[src/rtl/mmu_fs_pkg.sv]
// Package: shared widths, status-word bit positions and register selects
// for the fault status capture block. Assumes a 16-bit register port.
package mmu_fs_pkg;
    localparam int DATA_W    = 16;
    localparam int SEG_W     = 3;
    localparam int MODE_W    = 2;
    localparam int NUM_MODES = 3;
    localparam int CAUSE_W   = 3;
    localparam int SEL_W     = 2;

    // status word bit positions
    localparam int ST_CAUSE_LO = 13;
    localparam int ST_CAUSE_HI = ST_CAUSE_LO + CAUSE_W - 1;
    localparam int ST_TRAP     = 12;
    localparam int ST_TRAP_EN  = 9;
    localparam int ST_MAINT    = 8;
    localparam int ST_SEG_LO   = 1;
    localparam int ST_SPACE    = ST_SEG_LO + SEG_W;
    localparam int ST_MODE_LO  = ST_SPACE + 1;
    localparam int ST_DONE     = ST_MODE_LO + MODE_W;
    localparam int ST_ENABLE   = 0;
    localparam int CAP_W       = ST_DONE - ST_SEG_LO + 1;

    // bits 11:10 are not implemented
    localparam logic [DATA_W-1:0] ST_WMASK = 16'hF3FF;

    // split control register
    localparam int SP_A22 = 4;

    // register selects
    localparam logic [SEL_W-1:0] SEL_STAT  = 2'd0;
    localparam logic [SEL_W-1:0] SEL_FADDR = 2'd1;
    localparam logic [SEL_W-1:0] SEL_SPLIT = 2'd2;
endpackage

[src/rtl/mmu_fs_status.sv]
// Module: status word. It records abort causes and the segment, space and
// mode of the first abort. It sets the trap flag when traps are enabled and
// issues one-cycle abort and trap requests. Assumes that the translator
// reports at most one event per cycle and that a status write wins over an
// event in the same cycle.
module mmu_fs_status
    import mmu_fs_pkg::*;
(
    input  logic               clk,
    input  logic               rst_n,
    input  logic               wr_en,
    input  logic [DATA_W-1:0]  wdata,
    input  logic               evt_valid,
    input  logic [CAUSE_W-1:0] evt_abort,
    input  logic               evt_trap,
    input  logic [SEG_W-1:0]   evt_seg,
    input  logic               evt_dspace,
    input  logic [MODE_W-1:0]  evt_mode,
    output logic [DATA_W-1:0]  stat_q,
    output logic               frozen,
    output logic               abort_now,
    output logic               abort_req,
    output logic               trap_req
);
    logic              trap_now;
    logic [DATA_W-1:0] stat_d;

    // classify the incoming event
    always_comb begin
        abort_now = evt_valid && (|evt_abort);
        trap_now  = evt_valid && evt_trap && !abort_now && stat_q[ST_TRAP_EN];
        frozen    = |stat_q[ST_CAUSE_HI:ST_CAUSE_LO];
    end

    // next status word: software write first, then capture
    always_comb begin
        stat_d = stat_q;
        if (wr_en) begin
            stat_d = wdata & ST_WMASK;
        end else begin
            if (abort_now) begin
                stat_d[ST_CAUSE_HI:ST_CAUSE_LO] = stat_q[ST_CAUSE_HI:ST_CAUSE_LO] | evt_abort;
                if (!frozen)
                    stat_d[ST_DONE:ST_SEG_LO] = {1'b0, evt_mode, evt_dspace, evt_seg};
            end
            if (trap_now)
                stat_d[ST_TRAP] = 1'b1;
        end
    end

    // status register and request pulses
    always_ff @(posedge clk) begin
        if (!rst_n) begin
            stat_q    <= '0;
            abort_req <= 1'b0;
            trap_req  <= 1'b0;
        end else begin
            stat_q    <= stat_d;
            abort_req <= abort_now;
            trap_req  <= trap_now;
        end
    end
endmodule

[src/rtl/mmu_fs_faddr.sv]
// Module: fault-address register. It follows the address of each fetched
// instruction until an abort freezes it. Software cannot write it. A fetch
// that coincides with an abort belongs to the next instruction and is
// dropped.
module mmu_fs_faddr
    import mmu_fs_pkg::*;
(
    input  logic              clk,
    input  logic              rst_n,
    input  logic              fetch_start,
    input  logic [DATA_W-1:0] fetch_addr,
    input  logic              frozen,
    input  logic              abort_now,
    output logic [DATA_W-1:0] faddr_q
);
    logic take;

    // a fetch address is accepted only while nothing is locked
    always_comb take = fetch_start && !frozen && !abort_now;

    // address register
    always_ff @(posedge clk) begin
        if (!rst_n)
            faddr_q <= '0;
        else if (take)
            faddr_q <= fetch_addr;
    end
endmodule

[src/rtl/mmu_fs_split.sv]
// Module: split-space control. It holds one split I/D enable per processor
// mode and the 22-bit addressing enable. Assumes that the caller passes in
// only the implemented write bits.
module mmu_fs_split
    import mmu_fs_pkg::*;
(
    input  logic                 clk,
    input  logic                 rst_n,
    input  logic                 wr_en,
    input  logic [NUM_MODES-1:0] wr_modes,
    input  logic                 wr_a22,
    output logic [NUM_MODES-1:0] split_q,
    output logic                 a22_q
);
    for (genvar m = 0; m < NUM_MODES; m++) begin : g_mode
        // per-mode split enable bit
        always_ff @(posedge clk) begin
            if (!rst_n)
                split_q[m] <= 1'b0;
            else if (wr_en)
                split_q[m] <= wr_modes[m];
        end
    end

    // 22-bit addressing enable
    always_ff @(posedge clk) begin
        if (!rst_n)
            a22_q <= 1'b0;
        else if (wr_en)
            a22_q <= wr_a22;
    end
endmodule

[src/rtl/mmu_fault_status.sv]
// Module: top of the fault status capture block. It decodes the register
// port, instantiates the status word, the fault address and the split
// control, and drives the control outputs to the translator. Reads are
// combinational on reg_sel.
module mmu_fault_status
    import mmu_fs_pkg::*;
(
    input  logic                 clk,
    input  logic                 rst_n,
    input  logic [SEL_W-1:0]     reg_sel,
    input  logic                 reg_wr,
    input  logic [DATA_W-1:0]    reg_wdata,
    output logic [DATA_W-1:0]    reg_rdata,
    input  logic                 flt_valid,
    input  logic [CAUSE_W-1:0]   flt_abort,
    input  logic                 flt_trap,
    input  logic [SEG_W-1:0]     flt_seg,
    input  logic                 flt_dspace,
    input  logic [MODE_W-1:0]    flt_mode,
    input  logic                 ifetch_start,
    input  logic [DATA_W-1:0]    ifetch_addr,
    output logic                 xlate_en,
    output logic                 maint_en,
    output logic [NUM_MODES-1:0] split_en,
    output logic                 addr22_en,
    output logic                 abort_req,
    output logic                 trap_req
);
    logic [DATA_W-1:0] stat_q;
    logic [DATA_W-1:0] faddr_q;
    logic              frozen;
    logic              abort_now;
    logic              wr_stat;
    logic              wr_split;
    logic [DATA_W-1:0] split_rd;

    // write strobes per register; select 1 has none
    always_comb begin
        wr_stat  = reg_wr && (reg_sel == SEL_STAT);
        wr_split = reg_wr && (reg_sel == SEL_SPLIT);
    end

    mmu_fs_status u_status (
        .clk        (clk),
        .rst_n      (rst_n),
        .wr_en      (wr_stat),
        .wdata      (reg_wdata),
        .evt_valid  (flt_valid),
        .evt_abort  (flt_abort),
        .evt_trap   (flt_trap),
        .evt_seg    (flt_seg),
        .evt_dspace (flt_dspace),
        .evt_mode   (flt_mode),
        .stat_q     (stat_q),
        .frozen     (frozen),
        .abort_now  (abort_now),
        .abort_req  (abort_req),
        .trap_req   (trap_req)
    );

    mmu_fs_faddr u_faddr (
        .clk         (clk),
        .rst_n       (rst_n),
        .fetch_start (ifetch_start),
        .fetch_addr  (ifetch_addr),
        .frozen      (frozen),
        .abort_now   (abort_now),
        .faddr_q     (faddr_q)
    );

    mmu_fs_split u_split (
        .clk      (clk),
        .rst_n    (rst_n),
        .wr_en    (wr_split),
        .wr_modes (reg_wdata[NUM_MODES-1:0]),
        .wr_a22   (reg_wdata[SP_A22]),
        .split_q  (split_en),
        .a22_q    (addr22_en)
    );

    // control outputs taken from the status word
    always_comb begin
        xlate_en = stat_q[ST_ENABLE];
        maint_en = stat_q[ST_MAINT];
    end

    // assemble the split register image
    always_comb begin
        split_rd                   = '0;
        split_rd[NUM_MODES-1:0]    = split_en;
        split_rd[SP_A22]           = addr22_en;
    end

    // read multiplexer
    always_comb begin
        case (reg_sel)
            SEL_STAT:  reg_rdata = stat_q;
            SEL_FADDR: reg_rdata = faddr_q;
            SEL_SPLIT: reg_rdata = split_rd;
            default:   reg_rdata = '0;
        endcase
    end
endmodule

[config.mk]
export PLATFORM = sky130hd
export DESIGN_NAME = mmu_fault_status
export DESIGN_NICKNAME = d
export VERILOG_FILES = /design/src/rtl/mmu_fs_pkg.sv /design/src/rtl/mmu_fs_status.sv /design/src/rtl/mmu_fs_faddr.sv /design/src/rtl/mmu_fs_split.sv /design/src/rtl/mmu_fault_status.sv
export SDC_FILE = /design/constraint.sdc
export NUM_CORES = 1
export LEC_CHECK = 0
export BUFFER_PORTS_ARGS = -buffer_cell sky130_fd_sc_hd__buf_2
export CORE_UTILIZATION = 45
export DETAILED_ROUTE_END_ITERATION = 7
export PLACE_DENSITY_LB_ADDON = 0.1
export RECOVER_POWER = 50
export SYNTH_ARGS = -nofsm -noshare
export SYNTH_HDL_FRONTEND = slang
export SYNTH_SLANG_ARGS = --single-unit
export TNS_END_PERCENT = 20
[constraint.sdc]
create_clock -name clk -period 2.12 [get_ports clk]
set_clock_uncertainty 0.05 [all_clocks]
set_input_delay 0.212 -clock clk [delete_from_list [all_inputs] [get_ports clk]]
set_output_delay 0.212 -clock clk [all_outputs]
set_load 0.05 [all_outputs]
Word level (Yosys, flattened, before mapping)
Cells that the tools add are included.
{ "classes": {"n_eq_ne": 3, "n_mux": 7, "bitwise_logic": 1, "reduce_logical": 16} }
{ "ops": {"columns": ["cell", "count"], "rows": [
  ["$pmux 16 s3", 1],
  ["$mux 7", 3],
  ["$logic_and 1x1->1", 8],
  ["$reduce_or 3->1", 2],
  ["$mux 4", 1],
  ["$reduce_bool 2->1", 2],
  ["$mux 3", 1],
  ["$or 3x3->3", 1],
  ["$eq 2x1->1 const B", 1],
  ["$eq 2x2->1 const B", 1],
  ["$logic_not 1->1", 2],
  ["$logic_not 2->1", 1],
  ["$ne 2x1->1 const B", 1],
  ["$reduce_and 2->1", 1],
  ["$mux 1", 1]
]} }
{ "word_totals": {"reg_bits": 36, "in_bits": 49, "out_inout_bits": 24, "word_cells": 38} }

Longest topological paths before layout
Gate-level depths: netlist of the first run.
{ "logic_depth": {"word_depth": 7, "depth_mapped": 5, "depth_no_buf": 3} }

Modules after synthesis
A second synthesis of the first run with hierarchy kept.
{ "unflattened": {"hier_cells": 199, "area_unflattened_um2": 1838.0} }
{ "by_module_without_submodules": {"columns": ["mod", "n_inst", "cells_each", "area_each_um2", "seq_area_each_um2"], "rows": [
  ["mmu_fs_status", 1, 77, 716.9, 320.3],
  ["mmu_fs_faddr", 1, 70, 658.1, 320.3],
  ["mmu_fault_status", 1, 39, 306.5, 0.0],
  ["mmu_fs_split", 1, 13, 156.4, 80.1]
]} }

Worst setup path before layout of the first run
OpenSTA, ideal clock, no wires.
{ "synth_path": {"path_kind": "reg2out", "start": "register u_status.stat_q[0]", "end": "output port reg_rdata[0]", "arrival_time_ns": 1.859, "setup_slack_ns": -0.001, "path_stages_with_launch": 3, "path_cell_list": "dfxtp_1 -> mux2i_1 -> o21ai_0"} }
{ "synth_between": {"elab_chain_cells": 1} }
{ "synth_rtl": {"columns": ["item", "line_no", "rtl"], "rows": [
  ["start, declared", "mmu_fs_status.sv:19", "output logic [DATA_W-1:0] stat_q,"],
  ["start signal, assigned", "mmu_fs_status.sv:58", "stat_q <= stat_d;"],
  ["$pmux 16 s3", "mmu_fault_status.sv:96", "case (reg_sel)"],
  ["end, declared", "mmu_fault_status.sv:13", "output logic [DATA_W-1:0] reg_rdata,"]
]} }
No other way between the ends.

==> metrics.md, run 1 <==
| Metric | Value |
|---|---|
| Outcome | `finished, final reports clean` |
| Psw | `428 uW` |
| Post-synth design cell area | `1740 um^2` |
| Worst R2R Start | `u_status.stat_q[13]` |
| GRT met3 Usage | `3.93%` |
| Worst IR Drop VDD | `0.435 mV` |
| Final non-filler cell area | `2180 um^2` |
| Cells after Synth | `207` |
| Final Slew Violations | `0` |
| Number of buffers on the longest clock path | `2` |
| Wire length of the first global-routing pass | `6780 um` |
| Flop2flop setup slack | `0.53 ns` |
| Sequential share of the synthesized area | `41.4%` |
| Endpoint with the worst hold slack | `u_status.stat_q[8]` |
| Relative contribution of combinational cells to total power | `19.1%` |
| Depth of the worst register-to-register path | `4` |
| Clock insertion delay at the later pin of the skew report | `0.28 ns` |
| Final cell count without fillers | `324` |
| Type of the setup path with the least slack | `input port to flop` |
| Clock Tree Root | `clkbuf_8` |
| Fraction of met1 tracks used by global routing | `29.8%` |
| Vias in the first global route | `1448` |
| Row count | `22` |
| Proportion of total power due to net switching | `28.2%` |
| Number of antenna violations at the first check in global routing | `0` |
| Initial DRC Count | `64` |
| Total vias in the final route | `1642` |
| Post-layout minimum cycle time | `1.70 ns` |
| Growth of design area from synthesis to finish | `25.1%` |
| Detailed placement HPWL | `2990 um` |
| Starting Density | `47.2%` |
| Data arrival time of the critical path | `1.87 ns` |
| Power share of the clock group | `32.1%` |
| Average cell area after synthesis | `8.41 um^2` |
| Highest clock rate | `0.587 GHz` |
| Max transition margin | `43.5%` |
| H-Tree Level Count | `2` |
| Cell count after placement | `316` |
| Hold path startpoint | `reg_wdata[8]` |
| CP max-delay cell | `clkbuf_1` |
| X dimension of the die | `64.2 um` |
| Unrepaired setup endpoints after global routing | `no` |
| Total setup violations reported at the end of the flow | `0` |
| Most congested layer reported by global routing | `met2` |
| Post-cts hold buffer count | `0` |
| Static Leakage | `0.965 nW` |
| Critical path required time | `2.28 ns` |
| Post-CTS Resized | `0` |
| Total number of yosys warnings | `0` |
| Final wirelength | `4110 um` |
| Antenna viol nets, final | `0` |
| Die Y | `64.2 um` |
| Total of buffers placed on input and output ports | `70` |
| Total congestion overflow | `0` |
| Net count, final | `324` |
| Placed cell areas | `2110 um^2` |
| Period utilisation layout | `80.4%` |
| Final weighted congestion in routability-driven placement | `0.714` |
| Clk slew on worst S/H paths | `0.07 ns` |
| Cell internal pwr | `1.09 mW` |
| Clock tree sinks | `36` |
| Startpoint kind of the worst setup timing path | `input port` |
| Number of nets produced by synthesis | `256` |
| Maximum capacitance violations | `0` |
| Sequential share of power | `48.8%` |
| Total negative slack | `0 ns` |
| Core box area | `3690 um^2` |
| Crit path max fanout | `22` |
| R2r endpoint | `u_faddr.faddr_q[3]` |
| Top Ports | `73` |
| Maximum cell stage delay along the critical path | `0.71 ns` |
| Drt wl/cell | `12.7 um` |
| Die Footprint | `4120 um^2` |
| Yosys reg bits | `36` |
| Dominant cell type by count on the critical path | `clkbuf_1` |
| Cell depth of the worst min-delay path | `3` |
| Cts bufs inserted | `5` |
| Antenna cells | `0` |
| M2 GR Usage | `32.7%` |
| Total count of hold-check failures in the final report | `0` |
| Detailed-route vias per instance | `5.07` |
| Kind of end point of the critical path | `flop` |
| P per Cell Area | `696 nW/um^2` |
| GRT Overall Usage | `21.2%` |
| Clock tree from TritonCTS | `yes` |
| Slew at the pin with the worst max-slew slack | `0.847 ns` |
| Critical path cell sequence | `clkbuf_1 -> clkbuf_1 -> o21ai_0 -> a21oi_1` |
| Fill cells | `376` |
| Post-CTS repair timing setup buffer count | `0` |
| Remaining design rule violation count | `0` |
| Unique masters post-synth | `27` |
| DR pass1 iterations | `5` |
| Maximum number of pins on one net before global-route repair | `23` |
| Worst hold-check path type | `input port to flop` |
| Share of post-route cells with drive strength above 1 | `26.4%` |
## layout by cell type, fill, tap and decap left out, types with 2 or more instances in the layout
cell      instances
o21ai_0          10
and3b_1           2
and3_1            3
buf_2            60
clkbuf_8          6
buf_4             4
nor4_1            6
nand2_1          47
mux2i_1          30
nor2_1           20
a21oi_1          10
nor3_1            5
a211oi_1          9
clkbuf_1         13
nand3_1           4
dfxtp_1          36
## cell usage after synthesis
cell type,n,share of area [%]
or3_1,1,0.36
o211ai_1,1,0.43
buf_1,1,0.22
nand3_1,4,1.2
nor3b_4,1,1.1
o21ai_0,11,3.2
and3_1,3,1.1
a211oi_1,9,3.9
buf_2,2,0.58
buf_4,2,0.86
buf_6,1,0.65
nor3_1,5,1.4
a21oi_1,10,2.9
inv_1,1,0.22
nand3b_1,1,0.43
nor2b_1,1,0.36
nor2_1,20,4.3
nand2_1,47,10
and3b_1,2,1.0
nor4_1,6,2.2
clkbuf_1,8,1.7
o31ai_4,1,1.2
nand2b_1,1,0.36
dfxtp_1,36,41
mux2i_1,30,17
buf_12,1,1.2
or3b_1,1,0.50
## metrics by stage
stage               utilization (%)  total power, mW  worst slack [ns]  hold WS (ns)
global placement               57.1             1.05             0.475         0.391
finish                         59.0             1.52             0.415         0.122
CTS                            59.5             1.53             0.536         0.117
floorplan                         -            0.956             0.274         0.298
detailed placement             57.1             1.05             0.456         0.402
global route                   59.0             1.59             0.259         0.122
## state kept, by name, indices dropped and copies added, names as in the netlist
register	cells
u_split.split_q	3
u_faddr.faddr_q	16
u_split.a22_q	1
u_status.stat_q	14
u_status.trap_req	1
u_status.abort_req	1
## kinds of logic (layout without fill, tap and decap cells)
family | after synthesis | after routing | share of synthesized area [%]
AO/OA/AOI/OAI | 32 | 32 | 11.6
buffers and inverters | 16 | 85 | 5.39
flip-flops | 36 | 36 | 41.4
multiplexers | 30 | 30 | 17.3
AND/OR/NAND/NOR | 93 | 93 | 24.4
## power groups by stage
| stage | combinational (mW) | clock [mW] | sequential (mW) |
|---|---|---|---|
| 4_1_cts | 0.294 | 0.498 | 0.740 |
| 5_1_grt | 0.317 | 0.532 | 0.745 |
| 3_3_place_gp | 0.292 | 0 | 0.755 |
| 2_1_floorplan | 0.191 | 0 | 0.765 |
| 6_report | 0.290 | 0.487 | 0.740 |
| 3_5_place_dp | 0.293 | 0 | 0.755 |
## worst max-delay path by stage
stage,start,endpoint,slack (ns),depth (start not counted)
floorplan,reg_sel[0],reg_rdata[1],0.27,3
global placement,reg_sel[0],u_status.stat_q[2],0.47,4
detailed placement,reg_sel[0],u_status.stat_q[1],0.46,4
CTS,reg_sel[0],reg_rdata[1],0.54,6
global route,reg_sel[0],reg_rdata[2],0.26,6
finish,rst_n,u_status.stat_q[12],0.42,4
## routing by layer
metal	vias up	routed length (um)
li1	858	-
met1	731	2090
met2	49	1770
met3	4	212
met4	0	31
met5	-	0
## final cells by class
cell class	instances	area, um^2	share of cell area (%)
flip-flops and latches	36	721	33.1
well taps	48	60.1	2.76
multi-input cells	155	926	42.5
inverters	1	3.75	0.172
clock buffers	8	90.1	4.14
repair buffers	76	377	17.3
## critical path: cells and delay by family
family / cells / cell delay [ns]
buffers and inverters: 2 / 1.31
AO/OA/AOI/OAI: 2 / 0.34
No activity file was read; power rests on OpenSTA's default activity.
==> inputs of run 2 (changes only) <==
==> constraint.sdc (replaced) <==
create_clock -name clk -period 1.73 [get_ports clk]
set_clock_uncertainty 0.05 [all_clocks]
set_input_delay 0.173 -clock clk [delete_from_list [all_inputs] [get_ports clk]]
set_output_delay 0.173 -clock clk [all_outputs]
set_load 0.05 [all_outputs]
==> metrics.md, run 2 (synthesis gave the netlist of run 1 again) <==
| Metric | Value |
|---|---|
| Number of flip-flops under the largest register name | `16 (unchanged)` |
| Total congestion overflow | `0 (unchanged)` |
| Max transition margin | `47.3% (was 43.5%)` |
| Sequential share of power | `48.6% (was 48.8%)` |
| Net count, final | `328 (was 324)` |
| DR pass1 iterations | `4 (was 5)` |
| Detailed-route vias per instance | `5.16 (was 5.07)` |
| Antenna cells | `0 (unchanged)` |
| H-Tree Level Count | `2 (unchanged)` |
| Final Slew Violations | `0 (unchanged)` |
| Unrepaired setup endpoints after global routing | `no (unchanged)` |
| CP max-delay cell | `clkbuf_1 (unchanged)` |
| Fraction of met1 tracks used by global routing | `30.8% (was 29.8%)` |
| Vias in the first global route | `1550 (was 1448)` |
| Worst hold-check path type | `input port to flop (unchanged)` |
| Post-cts hold buffer count | `0 (unchanged)` |
| Core box area | `3690 um^2 (unchanged)` |
| Cts bufs inserted | `5 (unchanged)` |
| Type of the setup path with the least slack | `input port to output pin (was input port to flop)` |
| Die Footprint | `4120 um^2 (unchanged)` |
| Layout Utilization | `59.7% (was 59.0%)` |
| Critical path cell sequence | `buf_2 -> clkbuf_2 -> and3b_1 -> clkbuf_1 (was clkbuf_1 -> clkbuf_1 -> o21ai_0 -> a21oi_1)` |
| Final weighted congestion in routability-driven placement | `0.758 (was 0.714)` |
| Post-CTS repair timing setup buffer count | `0 (unchanged)` |
| Clock tree from TritonCTS | `yes (unchanged)` |
| Kind of end point of the critical path | `output pin (was flop)` |
| Most congested layer reported by global routing | `met2 (unchanged)` |
| Worst R2R Start | `u_status.stat_q[13] (unchanged)` |
| Psw | `529 uW (was 428 uW)` |
| R2r endpoint | `u_faddr.faddr_q[12] (was u_faddr.faddr_q[3])` |
| Crit path max fanout | `9 (was 22)` |
| Row count | `22 (unchanged)` |
| Cell depth of the worst min-delay path | `3 (unchanged)` |
| Drt wl/cell | `13.0 um (was 12.7 um)` |
| Total setup violations reported at the end of the flow | `0 (unchanged)` |
| Die Y | `64.2 um (unchanged)` |
| Clk slew on worst S/H paths | `0.06 ns (was 0.07 ns)` |
| Data arrival time of the critical path | `1.32 ns (was 1.87 ns)` |
| Startpoint kind of the worst setup timing path | `input port (unchanged)` |
| Number of buffers on the longest clock path | `2 (unchanged)` |
| Number of antenna violations at the first check in global routing | `0 (unchanged)` |
| Critical path required time | `1.51 ns (was 2.28 ns)` |
| Total negative slack | `0 ns (unchanged)` |
| Share of post-route cells with drive strength above 1 | `26.4% (about the same)` |
| Detailed placement HPWL | `3170 um (was 2990 um)` |
| Clock insertion delay at the later pin of the skew report | `0.28 ns (about the same)` |
| Top Ports | `73 (unchanged)` |
| Total of buffers placed on input and output ports | `70 (unchanged)` |
| Final wirelength | `4270 um (was 4110 um)` |
| Period utilisation layout | `89.5%` |
| Maximum cell stage delay along the critical path | `0.47 ns (was 0.71 ns)` |
| Largest register by flop count | `u_faddr.faddr_q (unchanged)` |
| Wire length of the first global-routing pass | `7170 um (was 6780 um)` |
| Final non-filler cell area | `2200 um^2 (was 2180 um^2)` |
| Endpoint with the worst hold slack | `u_faddr.faddr_q[11] (was u_status.stat_q[8])` |
| X dimension of the die | `64.2 um (unchanged)` |
| Post-CTS Resized | `0 (unchanged)` |
| Power share of the clock group | `32.0% (was 32.1%)` |
| Static Leakage | `0.969 nW (was 0.965 nW)` |
| Maximum number of pins on one net before global-route repair | `24 (was 23)` |
| Biggest registers after layout | `u_faddr.faddr_q: 16 flops, u_status.stat_q: 14 flops, u_split.split_q: 3 flops (unchanged)` |
| Relative contribution of combinational cells to total power | `19.4% (was 19.1%)` |
| Proportion of total power due to net switching | `28.3% (was 28.2%)` |
| Clock tree sinks | `36 (unchanged)` |
| Fill cells | `360 (was 376)` |
| Antenna viol nets, final | `0 (unchanged)` |
| Outcome | `finished, final reports clean (unchanged)` |
| GRT met3 Usage | `5.18% (was 3.93%)` |
| Depth of the worst register-to-register path | `4 (unchanged)` |
| M2 GR Usage | `35.0% (was 32.7%)` |
| Slew at the pin with the worst max-slew slack | `0.790 ns (was 0.847 ns)` |
| Clock Tree Root | `clkbuf_8 (unchanged)` |
| Hold path startpoint | `ifetch_addr[11] (was reg_wdata[8])` |
| Cell internal pwr | `1.34 mW (was 1.09 mW)` |
| Maximum capacitance violations | `0 (unchanged)` |
| Overall Power | `1.87 mW (was 1.52 mW)` |
| Initial DRC Count | `57 (was 64)` |
| Placed cell areas | `2140 um^2 (was 2110 um^2)` |
| P per Cell Area | `847 nW/um^2 (was 696 nW/um^2)` |
| Highest clock rate | `0.646 GHz` |
| Flop2flop setup slack | `0.35 ns (was 0.53 ns)` |
| Most used cells in the layout excluding fill and tap cells | `55 x buf_2, 47 x nand2_1, 36 x dfxtp_1 (was 60 x buf_2, 47 x nand2_1, 36 x dfxtp_1)` |
| Post-layout minimum cycle time | `1.55 ns` |
| Growth of design area from synthesis to finish | `26.6% (was 25.1%)` |
| Total vias in the final route | `1694 (was 1642)` |
| GRT Overall Usage | `22.6% (was 21.2%)` |
| Leading cell type in the layout, fill and taps excluded | `buf_2 (unchanged)` |
| Starting Density | `47.2% (unchanged)` |
| Remaining design rule violation count | `0 (unchanged)` |
| Worst IR Drop VDD | `0.476 mV (was 0.435 mV)` |
| Total count of hold-check failures in the final report | `0 (unchanged)` |
[run 2: worst max-delay path by stage]
stage / start / endpoint / slack (ns)
2_1_floorplan: reg_sel[0] / reg_rdata[1] / -0.04
6_report: reg_sel[0] / reg_rdata[11] / 0.18
4_1_cts: u_status.stat_q[13] / u_faddr.faddr_q[12] / 0.34
3_5_place_dp: reg_sel[1] / u_status.stat_q[6] / 0.27
5_1_grt: reg_sel[0] / reg_rdata[10] / 0.13
3_3_place_gp: reg_sel[1] / u_status.stat_q[2] / 0.26
[run 2: critical path: cells and delay by family]
family / cells / cell delay [ns]
and+or+nand+nor: 1 / 0.21
buffers and inverters: 3 / 0.94
[run 2: layout make-up]
type	count	area [um^2]	share of cell area [%]
Tap cell	48	60.1	2.73
Multi-Input combinational cell	155	926	42.0
Timing Repair Buffer	80	403	18.3
Inverter	1	3.75	0.170
Sequential cell	36	721	32.7
Clock buffer	8	90.1	4.09
[run 2: power by group through the flow]
stage	Clock, mW	Sequential (mW)	Combinational (mW)
floorplan	0	0.937	0.234
CTS	0.612	0.907	0.368
finish	0.598	0.907	0.362
global placement	0	0.925	0.365
detailed placement	0	0.925	0.367
global route	0.662	0.912	0.395
[run 2: stage by stage]
| step | hold WS [ns] | instances | setup WS, ns |
|---|---|---|---|
| 5_1_grt | 0.0819 | 328 | 0.126 |
| 6_report | 0.0820 | 328 | 0.182 |
| 3_3_place_gp | 0.372 | 320 | 0.258 |
| 4_1_cts | 0.0797 | 328 | 0.339 |
| 2_1_floorplan | 0.259 | 207 | -0.0375 |
| 3_5_place_dp | 0.378 | 320 | 0.268 |
[run 2: layer usage]
| layer | vias up | wire length, um |
|---|---|---|
| li1 | 856 | - |
| met1 | 778 | 2090 |
| met2 | 56 | 1880 |
| met3 | 4 | 258 |
| met4 | 0 | 44 |
| met5 | - | 0 |
==> inputs of run 3 (changes only) <==
--- a/config.mk
+++ b/config.mk
@@ -6,11 +6,14 @@
 export NUM_CORES = 1
 export LEC_CHECK = 0
 export BUFFER_PORTS_ARGS = -buffer_cell sky130_fd_sc_hd__buf_2
-export CORE_UTILIZATION = 45
+export CELL_PAD_IN_SITES_DETAIL_PLACEMENT = 0
+export CELL_PAD_IN_SITES_GLOBAL_PLACEMENT = 2
+export CORE_UTILIZATION = 27
 export DETAILED_ROUTE_END_ITERATION = 7
 export PLACE_DENSITY_LB_ADDON = 0.1
 export RECOVER_POWER = 50
 export SYNTH_ARGS = -nofsm -noshare
 export SYNTH_HDL_FRONTEND = slang
+export SYNTH_HIERARCHICAL = 1
 export SYNTH_SLANG_ARGS = --single-unit
 export TNS_END_PERCENT = 20
==> metrics.md, run 3 <==
| Metric | Value |
|---|---|
| Outcome | `finished, violations left (was finished, final reports clean)` |
| Violated checks | `DRC` |
| Detailed placement HPWL | `3440 um (was 3170 um)` |
| Net count, final | `317 (was 328)` |
| Final wirelength | `4650 um (was 4270 um)` |
| Layout Utilization | `35.9% (was 59.7%)` |
| Cell with the most instances after synthesis | `mux2i_1 (was nand2_1)` |
| Total count of hold-check failures in the final report | `0 (unchanged)` |
| Count of flip-flops with a built-in enable after synthesis | `0 (unchanged)` |
| Multiplexer fraction of the synthesized cell area | `24.5% (was 17.3%)` |
| Maximum number of pins on one net before global-route repair | `59 (was 24)` |
| Overall Power | `1.89 mW (was 1.87 mW)` |
| Worst Slack Setup Final | `0.247 ns (was 0.182 ns)` |
| Worst hold-check path type | `input port to flop (unchanged)` |
| H-Tree Level Count | `2 (unchanged)` |
| Post-synth design cell area | `1840 um^2 (was 1740 um^2)` |
| Post-CTS repair timing setup buffer count | `0 (unchanged)` |
| Detailed-route vias per instance | `4.44 (was 5.16)` |
| Core box area | `6460 um^2 (was 3690 um^2)` |
| Die Footprint | `7140 um^2 (was 4120 um^2)` |
| Post-layout minimum cycle time | `1.48 ns (was 1.55 ns)` |
| Die Y | `84.5 um (was 64.2 um)` |
| Clock tree sinks | `36 (unchanged)` |
| Biggest registers after layout | `u_faddr/faddr_q: 16 flops, u_status/stat_q: 14 flops, u_split/split_q: 3 flops (was u_faddr.faddr_q: 16 flops, u_status.stat_q: 14 flops, u_split.split_q: 3 flops)` |
| Number of flip-flops under the largest register name | `16 (unchanged)` |
| Total setup violations reported at the end of the flow | `0 (unchanged)` |
| Number of buffers on the longest clock path | `2 (unchanged)` |
| Top Ports | `73 (unchanged)` |
| Biggest area consumer among synthesized cells | `dfxtp_1 (unchanged)` |
| Worst IR Drop VDD | `0.273 mV (was 0.476 mV)` |
| Max transition margin | `59.3% (was 47.3%)` |
| Final worst hold slack | `0.0846 ns (was 0.0820 ns)` |
| Kind of end point of the critical path | `output pin (unchanged)` |
| Cell count after placement | `338 (was 320)` |
| Share of the synthesized area in the top cell type | `39.2% (was 41.4%)` |
| Leading cell type in the layout, fill and taps excluded | `buf_2 (unchanged)` |
| Placed cell areas | `2250 um^2 (was 2140 um^2)` |
| Highest clock rate | `0.674 GHz (was 0.646 GHz)` |
| Sequential share of the synthesized area | `39.2% (was 41.4%)` |
| Post-cts hold buffer count | `0 (unchanged)` |
| Post-place setup slack | `0.256 ns (was 0.268 ns)` |
| Cells after Synth | `199 (was 207)` |
| Initial DRC Count | `43 (was 57)` |
| Unrepaired setup endpoints after global routing | `no (unchanged)` |
| GRT Overall Usage | `13.8% (was 22.6%)` |
| Share of post-route cells with drive strength above 1 | `30.9% (was 26.4%)` |
| Final non-filler cell area | `2320 um^2 (was 2200 um^2)` |
| Total number of yosys warnings | `6 (was 0)` |
| Final weighted congestion in routability-driven placement | `0.667 (was 0.758)` |
| Total negative slack | `0 ns (unchanged)` |
| Clock Tree Root | `clkbuf_8 (unchanged)` |
| Area share of and/or/nand/nor cells after synthesis | `18.9% (was 24.4%)` |
| DR pass1 iterations | `6 (was 4)` |
| Slew at the pin with the worst max-slew slack | `0.613 ns (was 0.790 ns)` |
| Startpoint kind of the worst setup timing path | `flop (was input port)` |
| Cts bufs inserted | `5 (unchanged)` |
| Yosys reg bits | `36 (unchanged)` |
| P per Cell Area | `815 nW/um^2 (was 847 nW/um^2)` |
| Commonest cells in the netlist | `45 x mux2i_1, 39 x nand2_1, 36 x dfxtp_1 (was 47 x nand2_1, 36 x dfxtp_1, 30 x mux2i_1)` |
| Critical path required time | `1.51 ns (about the same)` |
| Combinational family with the most area after synthesis | `multiplexers (was simple AND/OR/NAND/NOR gates)` |
| Asr flop ratio synth | `0% (unchanged)` |
| Sequential share of power | `47.8% (was 48.6%)` |
| Wire length of the first global-routing pass | `7650 um (was 7170 um)` |
| Drt wl/cell | `13.4 um (was 13.0 um)` |
| Type of the setup path with the least slack | `flop to output pin (was input port to output pin)` |
| Cell internal pwr | `1.36 mW (was 1.34 mW)` |
| Unique masters post-synth | `32 (was 27)` |
| Xor-xnor portion of the synthesized cell area | `0% (unchanged)` |
| Total of buffers placed on input and output ports | `70 (unchanged)` |
| Clock tree from TritonCTS | `yes (unchanged)` |
| Vias in the first global route | `1536 (was 1550)` |
| Antenna cells | `0 (unchanged)` |
| X dimension of the die | `84.5 um (was 64.2 um)` |
| Prevailing post-synth register cell | `dfxtp_1 (unchanged)` |
| Post-CTS Resized | `0 (unchanged)` |
| Clock insertion delay at the later pin of the skew report | `0.28 ns (about the same)` |
| Crit path max fanout | `2 (was 9)` |
| Power share of the clock group | `31.9% (was 32.0%)` |
| Relative contribution of combinational cells to total power | `20.3% (was 19.4%)` |
| Most used cells in the layout excluding fill and tap cells | `59 x buf_2, 45 x mux2i_1, 39 x nand2_1 (was 55 x buf_2, 47 x nand2_1, 36 x dfxtp_1)` |
| Number of antenna violations at the first check in global routing | `0 (unchanged)` |
| Final Slew Violations | `0 (unchanged)` |
| Synth Area in Adders | `0% (unchanged)` |
| Final cell count without fillers | `346 (was 328)` |
| Period utilisation layout | `85.7% (was 89.5%)` |
| Synth top area cells | `dfxtp_1 39%, mux2i_1 25%, nand2_1 8.0% (was dfxtp_1 41%, mux2i_1 17%, nand2_1 10%)` |
| Largest register by flop count | `u_faddr/faddr_q (was u_faddr.faddr_q)` |
| Growth of design area from synthesis to finish | `26.2% (was 26.6%)` |
| Total vias in the final route | `1536 (was 1694)` |
| Proportion of total power due to net switching | `28.3% (about the same)` |
| Psw | `535 uW (was 529 uW)` |
| Maximum capacitance violations | `0 (unchanged)` |
| Static Leakage | `1.03 nW (was 0.969 nW)` |
| Clk slew on worst S/H paths | `0.07 ns (was 0.06 ns)` |
| Antenna viol nets, final | `0 (unchanged)` |
| Average cell area after synthesis | `9.24 um^2 (was 8.41 um^2)` |
| Starting Density | `28.5% (was 47.2%)` |
| Row count | `29 (was 22)` |
| Remaining design rule violation count | `3 (was 0)` |
| Data arrival time of the critical path | `1.26 ns (was 1.32 ns)` |
| Total congestion overflow | `0 (unchanged)` |
| Compound-cell area share of the yosys netlist | `9.60% (was 11.6%)` |
## run 3: changes by cell type after synthesis, moves of 4 or more
| cell | change |
|---|---|
| a211oi_1 | -9 |
| a21oi_1 | -4 |
| clkbuf_1 | -4 |
| mux2i_1 | +15 |
| nand2_1 | -8 |
| nor2_1 | -8 |
| nor2b_1 | +6 |
| nor3_1 | -4 |
| nor4_1 | -5 |
| o211ai_1 | +5 |
| o21ai_0 | -8 |
| o2bb2ai_1 | +4 |
| or2_2 | +6 |
## run 3: final cells by class
class	count	area (um^2)
Sequential cell	36	721
Tap cell	77	96.3
Timing Repair Buffer	77	410
Inverter	3	11.3
Fill cell	722	4140
Clock buffer	8	90.1
Multi-Input combinational cell	145	991
## run 3: per-layer routing
layer / share of wire (%) / vias to the layer above / global-route usage [%]
met5: 0 / - / 0
met3: 5.6 / 2 / 3.54
met2: 43 / 41 / 20.7
met4: 0.52 / 0 / 3.70
li1: - / 812 / -
met1: 51 / 681 / 19.4
## run 3: power groups by stage
stage               sequential [mW]  combinational [mW]  clock [mW]
floorplan                     0.934               0.259           0
global placement              0.922               0.396           0
detailed placement            0.922               0.397           0
CTS                           0.903               0.398       0.632
global route                  0.910               0.421       0.675
finish                        0.903               0.384       0.603
## run 3: final timing paths
path	startpoint	endpoint	slack, ns	cells past startpoint
max	u_status/stat_q[6]	reg_rdata[6]	0.25	3
min	ifetch_addr[9]	u_faddr/faddr_q[9]	0.08	3
max reg2reg	u_status/stat_q[13]	u_faddr/faddr_q[13]	0.27	5
min reg2reg	u_status/stat_q[1]	u_status/stat_q[1]	0.41	2
## run 3: cells by family after synthesis
group / count (synthesis)
simple gates: 74
mux: 45
flops: 36
compound gates: 24
buf+inv: 19
other cells: 1
## run 3: worst max-delay path, stage by stage (launching register included)
cell,delay [ns]
dfxtp_1,0.33
mux2i_1,0.07
nor2_1,0.10
clkbuf_1,0.48
